**src/rtl/tlb_pkg.sv**
```systemverilog
package tlb_pkg;
  localparam int VA_W    = 32;
  localparam int TAG_LSB = 10;
  localparam int TAG_W   = VA_W - TAG_LSB;
  localparam int PID_W   = 7;

  typedef enum logic [1:0] {
    PG_SECTION = 2'd0,
    PG_LARGE   = 2'd1,
    PG_SMALL   = 2'd2,
    PG_TINY    = 2'd3
  } pg_size_e;

  typedef enum logic [2:0] {
    OP_NONE      = 3'd0,
    OP_INV_ALL   = 3'd1,
    OP_INV_VA    = 3'd2,
    OP_LOCK_VA   = 3'd3,
    OP_UNLOCK_VA = 3'd4
  } ctl_op_e;

  // ones on the tag bits that take part in the compare
  function automatic logic [TAG_W-1:0] tag_mask(input pg_size_e sz);
    case (sz)
      PG_SECTION: tag_mask = {{(TAG_W-10){1'b1}}, 10'b0};
      PG_LARGE:   tag_mask = {{(TAG_W-6){1'b1}}, 6'b0};
      PG_SMALL:   tag_mask = {{(TAG_W-2){1'b1}}, 2'b0};
      default:    tag_mask = '1;
    endcase
  endfunction

  // relocate low addresses into the process slot
  function automatic logic [TAG_W-1:0] remap_tag(input logic [TAG_W-1:0] vt,
                                                 input logic [PID_W-1:0] id);
    if (vt[TAG_W-1 -: PID_W] == '0) remap_tag = {id, vt[TAG_W-PID_W-1:0]};
    else remap_tag = vt;
  endfunction
endpackage

```
**src/rtl/tlb_match.sv**
```systemverilog
module tlb_match
  import tlb_pkg::*;
#(
  parameter int ENTRIES = 32
) (
  input  logic [TAG_W-1:0]   tag_i,
  input  logic [ENTRIES-1:0] valid_i,
  input  logic [TAG_W-1:0]   vtag_i [ENTRIES],
  input  pg_size_e           size_i [ENTRIES],
  output logic [ENTRIES-1:0] match_o
);
  for (genvar e = 0; e < ENTRIES; e++) begin : g_cmp
    logic [TAG_W-1:0] m;
    assign m = tag_mask(size_i[e]);
    assign match_o[e] = valid_i[e] && ((tag_i & m) == (vtag_i[e] & m));
  end
endmodule

```
**src/rtl/tlb_prio.sv**
```systemverilog
module tlb_prio #(
  parameter int N     = 32,
  parameter int IDX_W = $clog2(N)
) (
  input  logic [N-1:0]     req_i,
  output logic             found_o,
  output logic [IDX_W-1:0] idx_o
);
  always_comb begin
    found_o = 1'b0;
    idx_o   = '0;
    for (int i = N - 1; i >= 0; i--) begin
      if (req_i[i]) begin
        found_o = 1'b1;
        idx_o   = IDX_W'(i);
      end
    end
  end
endmodule

```
**src/rtl/tlb_victim.sv**
```systemverilog
module tlb_victim #(
  parameter int N     = 32,
  parameter int IDX_W = $clog2(N)
) (
  input  logic [N-1:0]     valid_i,
  input  logic [N-1:0]     locked_i,
  input  logic [IDX_W-1:0] rr_i,
  output logic             ok_o,
  output logic [IDX_W-1:0] victim_o
);
  logic             free_found;
  logic [IDX_W-1:0] free_idx;
  logic             rot_ok;
  logic [IDX_W-1:0] rot_idx;

  tlb_prio #(.N(N), .IDX_W(IDX_W)) i_free (
    .req_i(~valid_i & ~locked_i), .found_o(free_found), .idx_o(free_idx));

  always_comb begin
    int j;
    rot_ok  = 1'b0;
    rot_idx = '0;
    for (int k = N - 1; k >= 0; k--) begin
      j = int'(rr_i) + k;
      if (j >= N) j = j - N;
      if (!locked_i[j]) begin
        rot_ok  = 1'b1;
        rot_idx = IDX_W'(j);
      end
    end
  end

  assign ok_o     = free_found | rot_ok;
  assign victim_o = free_found ? free_idx : rot_idx;

  always_comb begin
    if (ok_o) a_r4_victim_unlocked: assert (!locked_i[victim_o]);
    if (|(~valid_i & ~locked_i)) a_r4_free_first: assert (!valid_i[victim_o]);
  end
endmodule

```
**src/rtl/tlb_cam.sv**
```systemverilog
module tlb_cam
  import tlb_pkg::*;
#(
  parameter int ENTRIES = 32,
  parameter int PERM_W  = 2,
  parameter int ATTR_W  = 6,
  parameter logic [PERM_W-1:0] BYPASS_PERM = '1,
  parameter logic [ATTR_W-1:0] BYPASS_ATTR = '0
) (
  input  logic              clk,
  input  logic              rst,
  input  logic              xlate_en,
  input  logic [6:0]        pid,
  input  logic              lk_req,
  input  logic [31:0]       lk_vaddr,
  output logic              lk_valid,
  output logic              lk_hit,
  output logic              lk_miss,
  output logic              lk_multi,
  output logic [31:0]       lk_paddr,
  output logic [PERM_W-1:0] lk_perm,
  output logic [ATTR_W-1:0] lk_attr,
  input  logic              rf_we,
  input  logic [21:0]       rf_vtag,
  input  logic [1:0]        rf_size,
  input  logic [21:0]       rf_ptag,
  input  logic [PERM_W-1:0] rf_perm,
  input  logic [ATTR_W-1:0] rf_attr,
  input  logic              rf_lock,
  output logic              rf_drop,
  input  logic [2:0]        ctl_op,
  input  logic [21:0]       ctl_vtag
);
  localparam int IDX_W = $clog2(ENTRIES);

  // entry payload: written only by refill, no reset
  logic [TAG_W-1:0]  vtag_q [ENTRIES];
  logic [TAG_W-1:0]  ptag_q [ENTRIES];
  pg_size_e          size_q [ENTRIES];
  logic [PERM_W-1:0] perm_q [ENTRIES];
  logic [ATTR_W-1:0] attr_q [ENTRIES];
  // per-entry state bits
  logic [ENTRIES-1:0] valid_q, lock_q;
  logic [IDX_W-1:0]   rr_q;

  logic [TAG_W-1:0]   lk_tag, rf_tag, ctl_tag;
  logic [ENTRIES-1:0] lk_match, ctl_match;
  logic               hit_found, victim_ok, rf_take;
  logic [IDX_W-1:0]   hit_idx, victim;
  logic [TAG_W-1:0]   hit_mask;

  assign lk_tag  = remap_tag(lk_vaddr[VA_W-1:TAG_LSB], pid);
  assign rf_tag  = remap_tag(rf_vtag, pid);
  assign ctl_tag = remap_tag(ctl_vtag, pid);

  tlb_match #(.ENTRIES(ENTRIES)) i_lk_match (
    .tag_i(lk_tag), .valid_i(valid_q), .vtag_i(vtag_q), .size_i(size_q),
    .match_o(lk_match));

  tlb_match #(.ENTRIES(ENTRIES)) i_ctl_match (
    .tag_i(ctl_tag), .valid_i(valid_q), .vtag_i(vtag_q), .size_i(size_q),
    .match_o(ctl_match));

  tlb_prio #(.N(ENTRIES), .IDX_W(IDX_W)) i_hit_prio (
    .req_i(lk_match), .found_o(hit_found), .idx_o(hit_idx));

  tlb_victim #(.N(ENTRIES), .IDX_W(IDX_W)) i_victim (
    .valid_i(valid_q), .locked_i(lock_q), .rr_i(rr_q),
    .ok_o(victim_ok), .victim_o(victim));

  assign hit_mask = tag_mask(size_q[hit_idx]);
  assign rf_take  = rf_we && (ctl_op == OP_NONE) && victim_ok;

  // lookup result register
  always_ff @(posedge clk) begin
    if (rst) begin
      lk_valid <= 1'b0; lk_hit <= 1'b0; lk_miss <= 1'b0; lk_multi <= 1'b0;
      lk_paddr <= '0;   lk_perm <= '0;  lk_attr <= '0;
    end else begin
      lk_valid <= lk_req;
      if (lk_req && !xlate_en) begin
        lk_hit <= 1'b1; lk_miss <= 1'b0; lk_multi <= 1'b0;
        lk_paddr <= lk_vaddr; lk_perm <= BYPASS_PERM; lk_attr <= BYPASS_ATTR;
      end else if (lk_req && hit_found) begin
        lk_hit   <= 1'b1;
        lk_miss  <= 1'b0;
        lk_multi <= ($countones(lk_match) > 1);
        lk_paddr <= {(ptag_q[hit_idx] & hit_mask) | (lk_tag & ~hit_mask),
                     lk_vaddr[TAG_LSB-1:0]};
        lk_perm  <= perm_q[hit_idx];
        lk_attr  <= attr_q[hit_idx];
      end else begin
        lk_hit <= 1'b0; lk_miss <= lk_req; lk_multi <= 1'b0;
        lk_paddr <= '0; lk_perm <= '0; lk_attr <= '0;
      end
    end
  end

  // payload write port
  always_ff @(posedge clk) begin
    if (rf_take) begin
      vtag_q[victim] <= rf_tag;
      ptag_q[victim] <= rf_ptag;
      size_q[victim] <= pg_size_e'(rf_size);
      perm_q[victim] <= rf_perm;
      attr_q[victim] <= rf_attr;
    end
  end

  // valid, pin and replacement pointer
  always_ff @(posedge clk) begin
    if (rst) begin
      valid_q <= '0; lock_q <= '0; rr_q <= '0; rf_drop <= 1'b0;
    end else begin
      rf_drop <= rf_we && (ctl_op == OP_NONE) && !victim_ok;
      case (ctl_op)
        OP_INV_ALL:   valid_q <= valid_q & lock_q;
        OP_INV_VA: begin
          valid_q <= valid_q & ~ctl_match;
          lock_q  <= lock_q & ~ctl_match;
        end
        OP_LOCK_VA:   lock_q <= lock_q | ctl_match;
        OP_UNLOCK_VA: lock_q <= lock_q & ~ctl_match;
        default: if (rf_take) begin
          valid_q[victim] <= 1'b1;
          lock_q[victim]  <= rf_lock;
          rr_q <= (victim == IDX_W'(ENTRIES - 1)) ? '0 : victim + 1'b1;
        end
      endcase
    end
  end

  a_r5_lock_implies_valid: assert property (@(posedge clk) disable iff (rst)
    (lock_q & ~valid_q) == '0);
  a_r4_drop_all_locked: assert property (@(posedge clk) disable iff (rst)
    (rf_we && ctl_op == OP_NONE && (&lock_q)) |=> rf_drop);
  a_r8_flush_spares_pinned: assert property (@(posedge clk) disable iff (rst)
    (ctl_op == OP_INV_ALL) |=> ((valid_q & ~lock_q) == '0) && (lock_q == $past(lock_q)));
  a_r7_bypass_identity: assert property (@(posedge clk) disable iff (rst)
    (lk_req && !xlate_en) |=> lk_hit && (lk_paddr == $past(lk_vaddr)) && (lk_attr == BYPASS_ATTR));
  a_r10_multi_needs_hit: assert property (@(posedge clk) disable iff (rst)
    lk_multi |-> lk_hit);
  a_r2_one_cycle: assert property (@(posedge clk) disable iff (rst)
    lk_req |=> lk_valid && (lk_hit != lk_miss));
endmodule

```
**config.mk**
```make
export PLATFORM = sky130hd
export DESIGN_NAME = tlb_cam
export DESIGN_NICKNAME = d
export VERILOG_FILES = /design/src/rtl/tlb_pkg.sv /design/src/rtl/tlb_match.sv /design/src/rtl/tlb_prio.sv /design/src/rtl/tlb_victim.sv /design/src/rtl/tlb_cam.sv
export SDC_FILE = /design/constraint.sdc
export NUM_CORES = 2
export LEC_CHECK = 0
export BUFFER_PORTS_ARGS = -buffer_cell sky130_fd_sc_hd__buf_2
export CORE_MARGIN = 2
export CORE_UTILIZATION = 40
export CTS_CLUSTER_DIAMETER = 50
export DETAILED_ROUTE_END_ITERATION = 16
export GPL_ROUTABILITY_DRIVEN = 0
export HOLD_SLACK_MARGIN = 0.05
export SYNTH_ARGS = -nofsm -noshare
export SYNTH_HDL_FRONTEND = slang
export SYNTH_SLANG_ARGS = --single-unit
```
**constraint.sdc**
```tcl
create_clock -name clk -period 18.8 [get_ports clk]
set_input_delay 0 -clock clk [delete_from_list [all_inputs] [get_ports clk]]
set_output_delay 0 -clock clk [all_outputs]
set_load 0.02 [all_outputs]
```
==> key figures <==
Drt
  – Wire length per cell: about 32 um
  – DRC: 0
  – First DRT Iteration DRCs: approximately 8,700
  – WL final: between 300,000 and 400,000 um
  – Via density: 6.11
  – Via count: 64,100
  – Pre-antenna DRT Iters: 8
  – Routed Antenna Nets: 0

Critical path
  – Req. time, crit path: 19,550 ps
  – FF-to-FF setup slack: 10,030 ps
  – Worst Setup End Kind: register
  – Crit path kind: primary input to register
  – R2R Path Start: vtag_q[497]
  – WP data arrival: 10,080 ps
  – R2R depth: 18
  – Critical Path Source Type: primary input
  – CP startpoint: lk_vaddr[31]
  – Crit path max fanout: 149
  – RR Endpoint: lk_paddr[29]

Cells and area
  – Layout area overhead: 12.8%
  – # nets final: 7,464
  – FF+latch area: about 54,000 um2
  – Post-route cell area: 105,000 um2
  – Area used by multi-input combinational logic: 36,800 um2
  – Share of cells above drive strength 1: 0.122
  – Fillers: 20,400

STA
  – Max_slew headroom: 0.0386
  – Final hold violations: 0
  – Final number of max-transition violations: 0
  – Final worst hold slack: 120 ps
  – Final worst slack: 9470 ps
  – Fmax: 107 MHz
  – Total negative slack: 0 ps
  – Final setup viols: 0
  – Least-Margin Pin Slew: 1410 ps
  – RSZ-0062 raised after global routing: no
  – Min Tclk post-route: 9330 ps
  – Layout Skew: between 40 and 50 ps
  – Tcrit/Tclk final: 0.496

Synthesis
  – Share of Yosys cell area claimed by the top area cell type: 0.559
  – Yosys warns: 0
  – Simple logic cell fraction of the synthesized area: 0.0803
  – EDFF count, synth: 1,728
  – Post-synth top flop: edfxtp_1
  – Synth Area in XOR/XNOR: 0.130
  – Synthesized area per cell: 13.2 um2
  – Most area-consuming cells after synthesis: edfxtp_1 (56%), xnor2_1 (6.5%), xor2_1 (6.4%), mux2i_1 (6.2%), dfxtp_1 (2.5%)
  – Post-synthesis mux area share: 0.0954
  – Synth cell types: 110
  – Top cells by count, synth: edfxtp_1 (1,728), xnor2_1 (692), xor2_1 (678)
  – Adder-cell share of the synthesized area: 0.00841
  – Largest family of logic cells by synthesized area: XOR/XNOR gates
  – Syn nets: 7,222
  – Most common cell in the netlist: edfxtp_1
  – Sequential share of the synthesized area: 0.584
  – Gate Count Post-Synth: 7,050
  – Async set or reset register ratio after synthesis: 0
  – Area of the mapped netlist: 92,800 um2
  – Post-synth top area cell: edfxtp_1
  – Compound-Gate Fraction of Synth Area: 0.0778
  – Yosys reg bits: about 1,800

Clocking
  – H-tree lvl count: 4
  – CTS tree: built
  – Longest Clk Path Bufs: 3
  – Clock latency on the worst-skew pair: 870 ps
  – CTS sink count: 1,842
  – Post-CTS Resized: 0
  – Root Driver: clkbuf_16
  – Total CTS buffers: roughly 200
  – Clk slew on worst S/H paths: 60 ps

Floorplan
  – Die Ht: 486 um
  – Row count: 176
  – IO Count: 169
  – Initial core utilization: 0.403
  – Core area: 230,000 um2
  – Width of the die: approximately 490 um
  – Die area: 236,000 um2

Global routing
  – Global route overflow: 0
  – Gr usage total: 0.276
  – Initial antenna violation count: 28
  – Vias in the first global route: 61,900
  – Largest net degree at the start of global routing: 150
  – First-pass GRT wire length: 467,000 um

Place
  – Placed cell area: roughly 100,000 um2
  – Detail Placement HPWL: 214,000 um
  – PortBufs: 168
  – Pre-CTS setup slack: 9460 ps

Power and ir drop
  – Power per Cell Area: between 80 and 90 nW/um2
  – Power Total: 8.84 mW
  – VDD IR-drop max: roughly 0.00009 V
  – Leak pwr: 33.8 nW

Min path
  – Worst min path class: primary input to register
  – Hold path start: rf_vtag[19]
  – Depth of the worst hold-timing path: 2
  – Hold Path End: vtag_q[63]

Outcome
  – Status: completed

Job
  – Max cap viols: 0
flip-flops by register name, indices dropped and copies added, names as in the netlist:
register	flops
lk_valid	1
lk_hit	1
lk_attr	6
rf_drop	1
rr_q	5
ptag_q	704
lk_paddr	32
perm_q	64
size_q	64
lock_q	32
lk_miss	1
vtag_q	704
attr_q	192
lk_multi	1
valid_q	32
lk_perm	2
stage by stage:
| step | instances | utilization |
|---|---|---|
| 4_1_cts | 10500 | 0.454 |
| 2_1_floorplan | 7050 | - |
| 3_5_place_dp | 10000 | 0.422 |
| 3_3_place_gp | 10000 | 0.422 |
| 5_1_grt | 10500 | 0.454 |
| 6_report | 10500 | 0.454 |
area by class of cell:
cell class | count | area share
well taps | 3026 | 0.0362
repair buffers | 434 | 0.0297
diodes | 10 | 0.000239
flip-flops and latches | 1842 | 0.518
inverters | 108 | 0.00417
clock inverters | 109 | 0.00993
clock buffers | 254 | 0.0510
multi-input cells | 4710 | 0.351
critical path, cell delays in order:
cell and delay [ps]:
dlygate4sd3_1 600, buf_2 480, clkinv_1 470, a41oi_4 290
buf_4 590, xnor2_1 150, nor4_1 520, nand4b_1 430
and4b_1 340, a211o_1 270, a21o_1 280, nor2b_4 200
buf_4 670, buf_4 830, buf_12 820, buf_4 940
mux2i_1 210, a221oi_1 430, o21ai_0 140, a21oi_1 640
a211o_1 350
how the worst max path moves through the flow:
stage	to	slack, ps	depth (start not counted)
2_1_floorplan	attr_q[31][0]	9480	22
3_3_place_gp	lk_paddr[29]	9620	20
3_5_place_dp	lk_paddr[29]	9460	20
4_1_cts	lk_paddr[29]	9730	21
5_1_grt	lk_paddr[29]	9310	21
6_report	lk_paddr[29]	9470	21
power breakdown:
part / internal [mW] / switching, mW
clock: 2.17 / 1.69
combinational: 0.148 / 0.339
sequential: 4.49 / 0.00737
metal layers:
| layer | vias up | global-route usage | wire length, um |
|---|---|---|---|
| met4 | 20 | 0.132 | 18100 |
| met5 | - | 0 | 121 |
| li1 | 27100 | - | - |
| met3 | 737 | 0.0534 | 31200 |
| met1 | 32700 | 0.367 | 132000 |
| met2 | 3660 | 0.433 | 152000 |
cell usage in the layout, fill, tap and decap left out, types with 27 or more instances in the layout:
cell type and count:
nand2b_1 34, buf_4 163, nand3_1 116, a21boi_0 36, nor3_1 72, dlygate4sd3_1 103, mux2_2 116, clkbuf_16 203
o2111ai_1 29, dfxtp_1 112, nand4_1 129, xor2_1 678, o211ai_1 33, o22ai_1 43, o21ai_0 210, a21oi_1 265
and2_1 34, mux2i_1 576, nor4_1 182, inv_1 90, nand2_1 309, a221oi_1 58, a2111oi_0 27, clkbuf_1 44
clkinv_1 41, a22oi_1 43, edfxtp_1 1728, a211oi_1 42, mux4_2 70, buf_2 167, nor2_1 358, clkinv_2 30
xnor2_1 692
cell families after synthesis:
logic type                 after synthesis
buffers and inverters                  498
AOI/OAI and AO/OA                     1066
muxes                                  777
DFF                                   1842
and+or+nand+nor                       1447
adders and majority gates               48
xor gates and xnor gates              1372
timing repair:
| item | CTS | global route |
|---|---|---|
| hold endpoints to repair | 1724 | 0 |
| hold buffers | 103 | 0 |
| setup buffers | 0 | 0 |
| endpoints found under the setup margin | 0 | 0 |
No activity file was read; power rests on OpenSTA's default activity.
